$ cat src/rtl/gpio_pkg.sv
package gpio_pkg;

  // Register selector, taken from the low two address bits
  typedef enum logic [1:0] {
    SEL_DIR  = 2'd0,
    SEL_PIN  = 2'd1,
    SEL_LAT  = 2'd2,
    SEL_ANA  = 2'd3
  } reg_sel_e;

  localparam int unsigned SEL_BITS = 2;

endpackage

$ cat src/rtl/gpio_rst_sync.sv
module gpio_rst_sync #(
  parameter int unsigned STAGES = 2
) (
  input  logic clk,
  input  logic rst_n,
  output logic rst_sync_n
);

  logic [STAGES-1:0] chain_q;
  logic [STAGES-1:0] chain_d;

  always_comb begin
    chain_d = {chain_q[STAGES-2:0], 1'b1};
  end

  always_ff @(posedge clk or negedge rst_n) begin
    if (!rst_n) begin
      chain_q <= '0;
    end else begin
      chain_q <= chain_d;
    end
  end

  assign rst_sync_n = chain_q[STAGES-1];

endmodule

$ cat src/rtl/gpio_regfile.sv
module gpio_regfile
  import gpio_pkg::*;
#(
  parameter int unsigned WIDTH  = 8,
  parameter int unsigned ADDR_W = 3
) (
  input  logic              clk,
  input  logic              rst_n,
  input  logic              wr_en,
  input  logic [ADDR_W-1:0] wr_addr,
  input  logic [WIDTH-1:0]  wr_data,
  output logic [WIDTH-1:0]  dir_q,
  output logic [WIDTH-1:0]  lat_q,
  output logic [WIDTH-1:0]  ana_q
);

  localparam int unsigned HI_W = ADDR_W - SEL_BITS;

  logic        in_window;
  reg_sel_e    sel;
  logic        dir_we;
  logic        lat_we;
  logic        ana_we;
  logic [WIDTH-1:0] dir_d;
  logic [WIDTH-1:0] lat_d;
  logic [WIDTH-1:0] ana_d;

  generate
    if (HI_W > 0) begin : g_hi
      assign in_window = (wr_addr[ADDR_W-1:SEL_BITS] == '0);
    end else begin : g_nohi
      assign in_window = 1'b1;
    end
  endgenerate

  assign sel = reg_sel_e'(wr_addr[SEL_BITS-1:0]);

  // Write decode: both pin-level and latch addresses reach the latch
  always_comb begin
    dir_we = 1'b0;
    lat_we = 1'b0;
    ana_we = 1'b0;
    if (wr_en && in_window) begin
      unique case (sel)
        SEL_DIR: dir_we = 1'b1;
        SEL_PIN: lat_we = 1'b1;
        SEL_LAT: lat_we = 1'b1;
        SEL_ANA: ana_we = 1'b1;
        default: ;
      endcase
    end
  end

  always_comb begin
    dir_d = dir_we ? wr_data : dir_q;
    lat_d = lat_we ? wr_data : lat_q;
    ana_d = ana_we ? wr_data : ana_q;
  end

  always_ff @(posedge clk or negedge rst_n) begin
    if (!rst_n) begin
      dir_q <= '1;
      lat_q <= '0;
      ana_q <= '1;
    end else begin
      if (dir_we) dir_q <= dir_d;
      if (lat_we) lat_q <= lat_d;
      if (ana_we) ana_q <= ana_d;
    end
  end

  AST_LAT_LOAD: assert property (@(posedge clk) disable iff (!rst_n)
    (wr_en && wr_addr == ADDR_W'(2)) |=> (lat_q == $past(wr_data)));
  AST_PIN_ALIAS: assert property (@(posedge clk) disable iff (!rst_n)
    (wr_en && wr_addr == ADDR_W'(1)) |=> (lat_q == $past(wr_data)));
  AST_NO_STRAY_WRITE: assert property (@(posedge clk) disable iff (!rst_n)
    (wr_en && wr_addr > ADDR_W'(3)) |=> ($stable(dir_q) && $stable(lat_q) && $stable(ana_q)));
  AST_LAT_HOLD: assert property (@(posedge clk) disable iff (!rst_n)
    (!(wr_en && (wr_addr == ADDR_W'(1) || wr_addr == ADDR_W'(2)))) |=> $stable(lat_q));

endmodule

$ cat src/rtl/gpio_in_sync.sv
module gpio_in_sync #(
  parameter int unsigned WIDTH  = 8,
  parameter int unsigned STAGES = 2
) (
  input  logic             clk,
  input  logic             rst_n,
  input  logic [WIDTH-1:0] pad_in,
  input  logic [WIDTH-1:0] ana_sel,
  output logic [WIDTH-1:0] pin_level,
  output logic [WIDTH-1:0] dig_level
);

  genvar gi;
  generate
    for (gi = 0; gi < WIDTH; gi++) begin : g_pin
      logic [STAGES-1:0] stage_q;
      logic [STAGES-1:0] stage_d;

      always_comb begin
        stage_d = {stage_q[STAGES-2:0], pad_in[gi]};
      end

      always_ff @(posedge clk or negedge rst_n) begin
        if (!rst_n) begin
          stage_q <= '0;
        end else begin
          stage_q <= stage_d;
        end
      end

      // Analog pins have their digital receiver cut off
      assign dig_level[gi] = stage_q[STAGES-1] & ~ana_sel[gi];
    end
  endgenerate

  assign pin_level = dig_level;

endmodule

$ cat src/rtl/gpio_pad_mux.sv
module gpio_pad_mux #(
  parameter int unsigned WIDTH = 8
) (
  input  logic [WIDTH-1:0] dir_q,
  input  logic [WIDTH-1:0] lat_q,
  input  logic [WIDTH-1:0] ovr_en,
  input  logic [WIDTH-1:0] ovr_oe,
  input  logic [WIDTH-1:0] ovr_out,
  output logic [WIDTH-1:0] pad_oe,
  output logic [WIDTH-1:0] pad_out
);

  genvar gi;
  generate
    for (gi = 0; gi < WIDTH; gi++) begin : g_pin
      always_comb begin
        if (ovr_en[gi]) begin
          pad_oe[gi]  = ovr_oe[gi];
          pad_out[gi] = ovr_out[gi];
        end else begin
          pad_oe[gi]  = ~dir_q[gi];
          pad_out[gi] = lat_q[gi];
        end
      end
    end
  endgenerate

endmodule

$ cat src/rtl/gpio_port_bank.sv
module gpio_port_bank
  import gpio_pkg::*;
#(
  parameter int unsigned WIDTH      = 8,
  parameter int unsigned ADDR_W     = 3,
  parameter int unsigned SYNC_DEPTH = 2
) (
  input  logic              clk,
  input  logic              rst_n,
  input  logic [ADDR_W-1:0] bus_addr,
  input  logic              bus_wr,
  input  logic [WIDTH-1:0]  bus_wdata,
  output logic [WIDTH-1:0]  bus_rdata,
  input  logic [WIDTH-1:0]  pad_in,
  output logic [WIDTH-1:0]  pad_oe,
  output logic [WIDTH-1:0]  pad_out,
  input  logic [WIDTH-1:0]  ovr_en,
  input  logic [WIDTH-1:0]  ovr_oe,
  input  logic [WIDTH-1:0]  ovr_out,
  output logic [WIDTH-1:0]  dig_in
);

  logic             rst_i_n;
  logic [WIDTH-1:0] dir_q;
  logic [WIDTH-1:0] lat_q;
  logic [WIDTH-1:0] ana_q;
  logic [WIDTH-1:0] pin_level;
  logic             rd_window;

  gpio_rst_sync #(.STAGES(2)) i_rst_sync (
    .clk        (clk),
    .rst_n      (rst_n),
    .rst_sync_n (rst_i_n)
  );

  gpio_regfile #(.WIDTH(WIDTH), .ADDR_W(ADDR_W)) i_regfile (
    .clk     (clk),
    .rst_n   (rst_i_n),
    .wr_en   (bus_wr),
    .wr_addr (bus_addr),
    .wr_data (bus_wdata),
    .dir_q   (dir_q),
    .lat_q   (lat_q),
    .ana_q   (ana_q)
  );

  gpio_in_sync #(.WIDTH(WIDTH), .STAGES(SYNC_DEPTH)) i_in_sync (
    .clk       (clk),
    .rst_n     (rst_i_n),
    .pad_in    (pad_in),
    .ana_sel   (ana_q),
    .pin_level (pin_level),
    .dig_level (dig_in)
  );

  gpio_pad_mux #(.WIDTH(WIDTH)) i_pad_mux (
    .dir_q   (dir_q),
    .lat_q   (lat_q),
    .ovr_en  (ovr_en),
    .ovr_oe  (ovr_oe),
    .ovr_out (ovr_out),
    .pad_oe  (pad_oe),
    .pad_out (pad_out)
  );

  generate
    if (ADDR_W > SEL_BITS) begin : g_rd_hi
      assign rd_window = (bus_addr[ADDR_W-1:SEL_BITS] == '0);
    end else begin : g_rd_nohi
      assign rd_window = 1'b1;
    end
  endgenerate

  // Combinational read path
  always_comb begin
    bus_rdata = '0;
    if (rd_window) begin
      unique case (reg_sel_e'(bus_addr[SEL_BITS-1:0]))
        SEL_DIR: bus_rdata = dir_q;
        SEL_PIN: bus_rdata = pin_level;
        SEL_LAT: bus_rdata = lat_q;
        SEL_ANA: bus_rdata = ana_q;
        default: bus_rdata = '0;
      endcase
    end
  end

  AST_ANALOG_READS_ZERO: assert property (@(posedge clk) disable iff (!rst_i_n)
    (bus_addr == ADDR_W'(1)) |-> ((bus_rdata & ana_q) == '0));
  AST_OVR_KEEPS_DIR: assert property (@(posedge clk) disable iff (!rst_i_n)
    (!bus_wr) |=> $stable(dir_q));

endmodule

$ cat config.mk
export PLATFORM = sky130hd
export DESIGN_NAME = gpio_port_bank
export DESIGN_NICKNAME = d
export VERILOG_FILES = /design/src/rtl/gpio_pkg.sv /design/src/rtl/gpio_rst_sync.sv /design/src/rtl/gpio_regfile.sv /design/src/rtl/gpio_in_sync.sv /design/src/rtl/gpio_pad_mux.sv /design/src/rtl/gpio_port_bank.sv
export SDC_FILE = /design/constraint.sdc
export NUM_CORES = 1
export LEC_CHECK = 0
export ABC_CLOCK_PERIOD_IN_PS = 1900
export BUFFER_PORTS_ARGS = -buffer_cell sky130_fd_sc_hd__buf_2
export CORE_UTILIZATION = 48
export DETAILED_ROUTE_END_ITERATION = 8
export GPL_TIMING_DRIVEN = 0
export PLACE_DENSITY = 0.79
export SYNTH_ARGS = -nofsm -noshare
export SYNTH_HDL_FRONTEND = slang
export SYNTH_HIERARCHICAL = 1
export SYNTH_SLANG_ARGS = --single-unit
$ cat constraint.sdc
create_clock -name clk -period 1.9 [get_ports clk]
set_clock_uncertainty 0.2 [all_clocks]
set_input_delay 0.095 -clock clk [delete_from_list [all_inputs] [get_ports clk]]
set_output_delay 0.095 -clock clk [all_outputs]
set_load 0.1 [all_outputs]
==> reports/results.txt <==
Critical-path top delay cell: dfstp_2
DP HPWL: 3.06 mm
Area occupied by multi-input gates: 1040 um^2
Reg-to-Reg Start: i_rst_sync/chain_q[1]$_DFF_PN0_
Nets: 293
Min Hold Slack: 0.151 ns
Switching power: 1.42 mW
Crit path required time: 1.60 ns
Synth async-reset ratio: 100%
Die footprint: 4510 um^2
CTS Buf Count: 5
Worst-Margin Slew: 0.938 ns
Register area: 1070 um^2
Root Driver: clkbuf_8
Maximum vdd drop: 0.665 mV
Largest net degree at the start of global routing: 41
Total of max-cap violations: 0
Maximum root-to-sink buffer count: 2
Run status: complete, no violations
CTS tree: yes
Setup crit end kind: output pin
Sw Share: 43.2%
GPL Wtd Cong: 0.696
Iteration-0 DRC Markers: 18
Seq/Total Area, Yosys: 52.5%
Max-slew violations: 0
Worst min-delay path category: flop to flop
Starting Density: 50.6%
Reg2reg path depth: 0
Comb power frac: 44.6%
Reg2reg end: i_in_sync/g_pin[3].stage_q[1]$_DFF_PN0_
Clk sink count: 42
Worst EP arrival: 1.57 ns
Io pins: 78
# setup viols final: 0
R2R Setup Slk: 0.80 ns
Final setup margin: 0.0361 ns
Worst hold stages: 0
Worst Setup Start Kind: flop
Synthesized Nets: 192
Seq pwr share: 37.7%
PD cells: 1080 nW/um^2
Final worst path period share: 98.1%
Antenna cells: 0
Crit Path Max Fanout: 3
Post-CTS Setup Bufs: 0
Via count: 1,455
Area contributors post-synth: dfrtp_1 32%, dfstp_2 21%, mux2_2 13%
Cell Area, Synth: 2040 um^2
Yosys warns: 6
Per-cell routed wire length: 14.8 um
H-tree levels: 2
Core footprint: 4030 um^2
Worst skew pair latency: 0.29 ns
Hold Vio Cnt, Final: 0
Drt first pass iters: 3
Drt total wl: 4.40 mm
Area Growth Syn to Fin: 48.9%
DP Worst Slack: -0.00804 ns
Die W: 67.2 um
Post-synth top area share: 31.9%
Hold_sp: i_in_sync/g_pin[3].stage_q[0]$_DFF_PN0_
Avg Vias per Cell: 4.92
Unique cell type count in the Yosys netlist: 20
WHS Endpoint: i_in_sync/g_pin[3].stage_q[1]$_DFF_PN0_
First-pass GRT wire length: 6.88 mm
Leak Pwr: 1.42 nW
FMAX: 537 MHz
Tot GR Track Use: 21.3%
IO Port Bufs: 77
Number of global-route vias before repair: 1,424
Filler Cell Count: 286
Setup Crit Path Kind: flop to output pin
Detail Route Antenna Nets: 0
Slew HR: 37.5%
Site Rows: 23
Worst-path cell chain: nor2b_4 > buf_4 > mux2i_1 > o22ai_4 > buf_6
Most frequent cell after synthesis: dfrtp_1
FF+latch count, synth: 42
Share of layout cells above drive strength 1: 72.0%
Commonest cells post-synth: 26 x dfrtp_1, 24 x mux2_2, 17 x mux2i_1
Clock slew at reported path FFs: 0.08 ns
Die height: 67.2 um
Post-layout minimum cycle time: 1.86 ns
Clk pwr share: 17.7%
EDFF count, synth: 0
Antenna violations before repair: 0
Post-Syn Instances: 144
GR Overflow Total: 0
Yosys top cell by area: dfrtp_1
Drt drc: 0
RSZ-0062 raised after global routing: true
Tot Pwr: 3.28 mW
CP peak stage delay: 0.57 ns
Int Pwr: 1.86 mW
Synth Flop Type: dfrtp_1
Post-Syn Area per Cell: 14.2 um^2
==> area by class of cell <==
class / instances / area share (%)
multi-input cells: 87 / 34.3
plain buffers: 11 / 4.04
flip-flops and latches: 42 / 35.3
clock buffers: 8 / 2.97
inverters: 3 / 0.371
repair buffers: 95 / 21.0
well taps: 50 / 2.06
==> cell families (layout without fill, tap and decap cells) <==
kind of cell	count (synthesis)	in the layout	share of synthesized area, %
adder cells (fa/ha/maj)	2	2	1.23
AND/OR/NAND/NOR	20	20	8.96
AO/OA/AOI/OAI	15	15	4.17
multiplexers	49	49	27.5
flip-flops	42	42	52.5
buffers and inverters	15	117	5.46
other	1	1	0.184
==> how the worst max path moves through the flow <==
stage                   end                            from  slack, ns  cells after the start
5_1_grt        bus_rdata[0]  i_regfile/ana_q[0]$_DFFE_PN1P_      -0.02                      5
3_5_place_dp   bus_rdata[2]                     bus_addr[2]     -0.008                      5
2_1_floorplan  bus_rdata[0]  i_regfile/ana_q[0]$_DFFE_PN1P_      -0.13                      4
6_report       bus_rdata[0]  i_regfile/ana_q[0]$_DFFE_PN1P_       0.04                      5
4_1_cts        bus_rdata[4]  i_regfile/ana_q[4]$_DFFE_PN1P_      0.004                      5
3_3_place_gp   bus_rdata[4]                     bus_addr[2]       0.03                      5
==> critical path, delay by kind of cell, from the launching register on <==
| kind | cells | cell delay (ns) |
|---|---|---|
| AO/OA/AOI/OAI | 1 | 0.11 |
| AND/OR/NAND/NOR | 1 | 0.04 |
| multiplexers | 1 | 0.21 |
| buffers and inverters | 2 | 0.35 |
| flip-flops | 1 | 0.57 |
==> cells in the final DEF (no fill, tap or decap) <==
cell           instances
buf_12                 3
buf_2                 69
buf_4                  1
buf_6                 13
buf_8                  1
clkbuf_1               2
clkbuf_2               1
clkbuf_8               6
conb_1                 1
dfrtp_1               25
dfrtp_2                1
dfstp_2               16
dlygate4sd3_1         18
ha_1                   2
inv_1                  3
mux2_2                24
mux2_4                 8
mux2i_1                9
mux2i_2                6
mux2i_4                2
nand2_1                7
nand2b_1               1
nand3b_2               3
nor2b_4                8
o21ai_2                7
o22ai_4                8
or2_1                  1
==> metal layers <==
metal | routed length [um] | global-route usage, % | vias up | share of wire, %
met1 | 1780 | 27.0 | 700 | 41
met3 | 174 | 4.56 | 5 | 4.0
met5 | 0 | 0 | - | 0
li1 | - | - | 706 | -
met2 | 2390 | 36.9 | 44 | 54
met4 | 46 | 5.59 | 0 | 1.0
==> power groups by stage <==
stage	Clock (mW)	Combinational, mW	Sequential (mW)
6_report	0.581	1.46	1.24
5_1_grt	0.641	1.52	1.26
4_1_cts	0.597	1.43	1.23
3_5_place_dp	0	1.38	1.25
3_3_place_gp	0	1.36	1.24
2_1_floorplan	0	1.23	1.21
==> sequential cells by signal, summed over array words and instances, names as in the netlist <==
register and flops:
i_in_sync/g_pin.stage_q 16, i_regfile/lat_q 8, i_regfile/dir_q 8, i_regfile/ana_q 8, i_rst_sync/chain_q 2
==> metrics by stage <==
stage               area [um^2]   TNS, ns  instances  utilization [%]
floorplan                  2230    -0.615        144                -
detailed placement         2680  -0.00834        271             66.6
global placement           2680         0        271             66.5
global route               3040   -0.0352        296             75.4
CTS                        2980         0        297             74.0
finish                     3040         0        296             75.4
==> timing repair <==
| item | CTS | global route |
|---|---|---|
| resized for setup | 11 | 12 |
| hold buffers | 18 | 0 |
| setup endpoints to repair | 8 | 8 |
| endpoints found under the hold margin | 34 | 0 |
(Power assumes the default switching activity.)
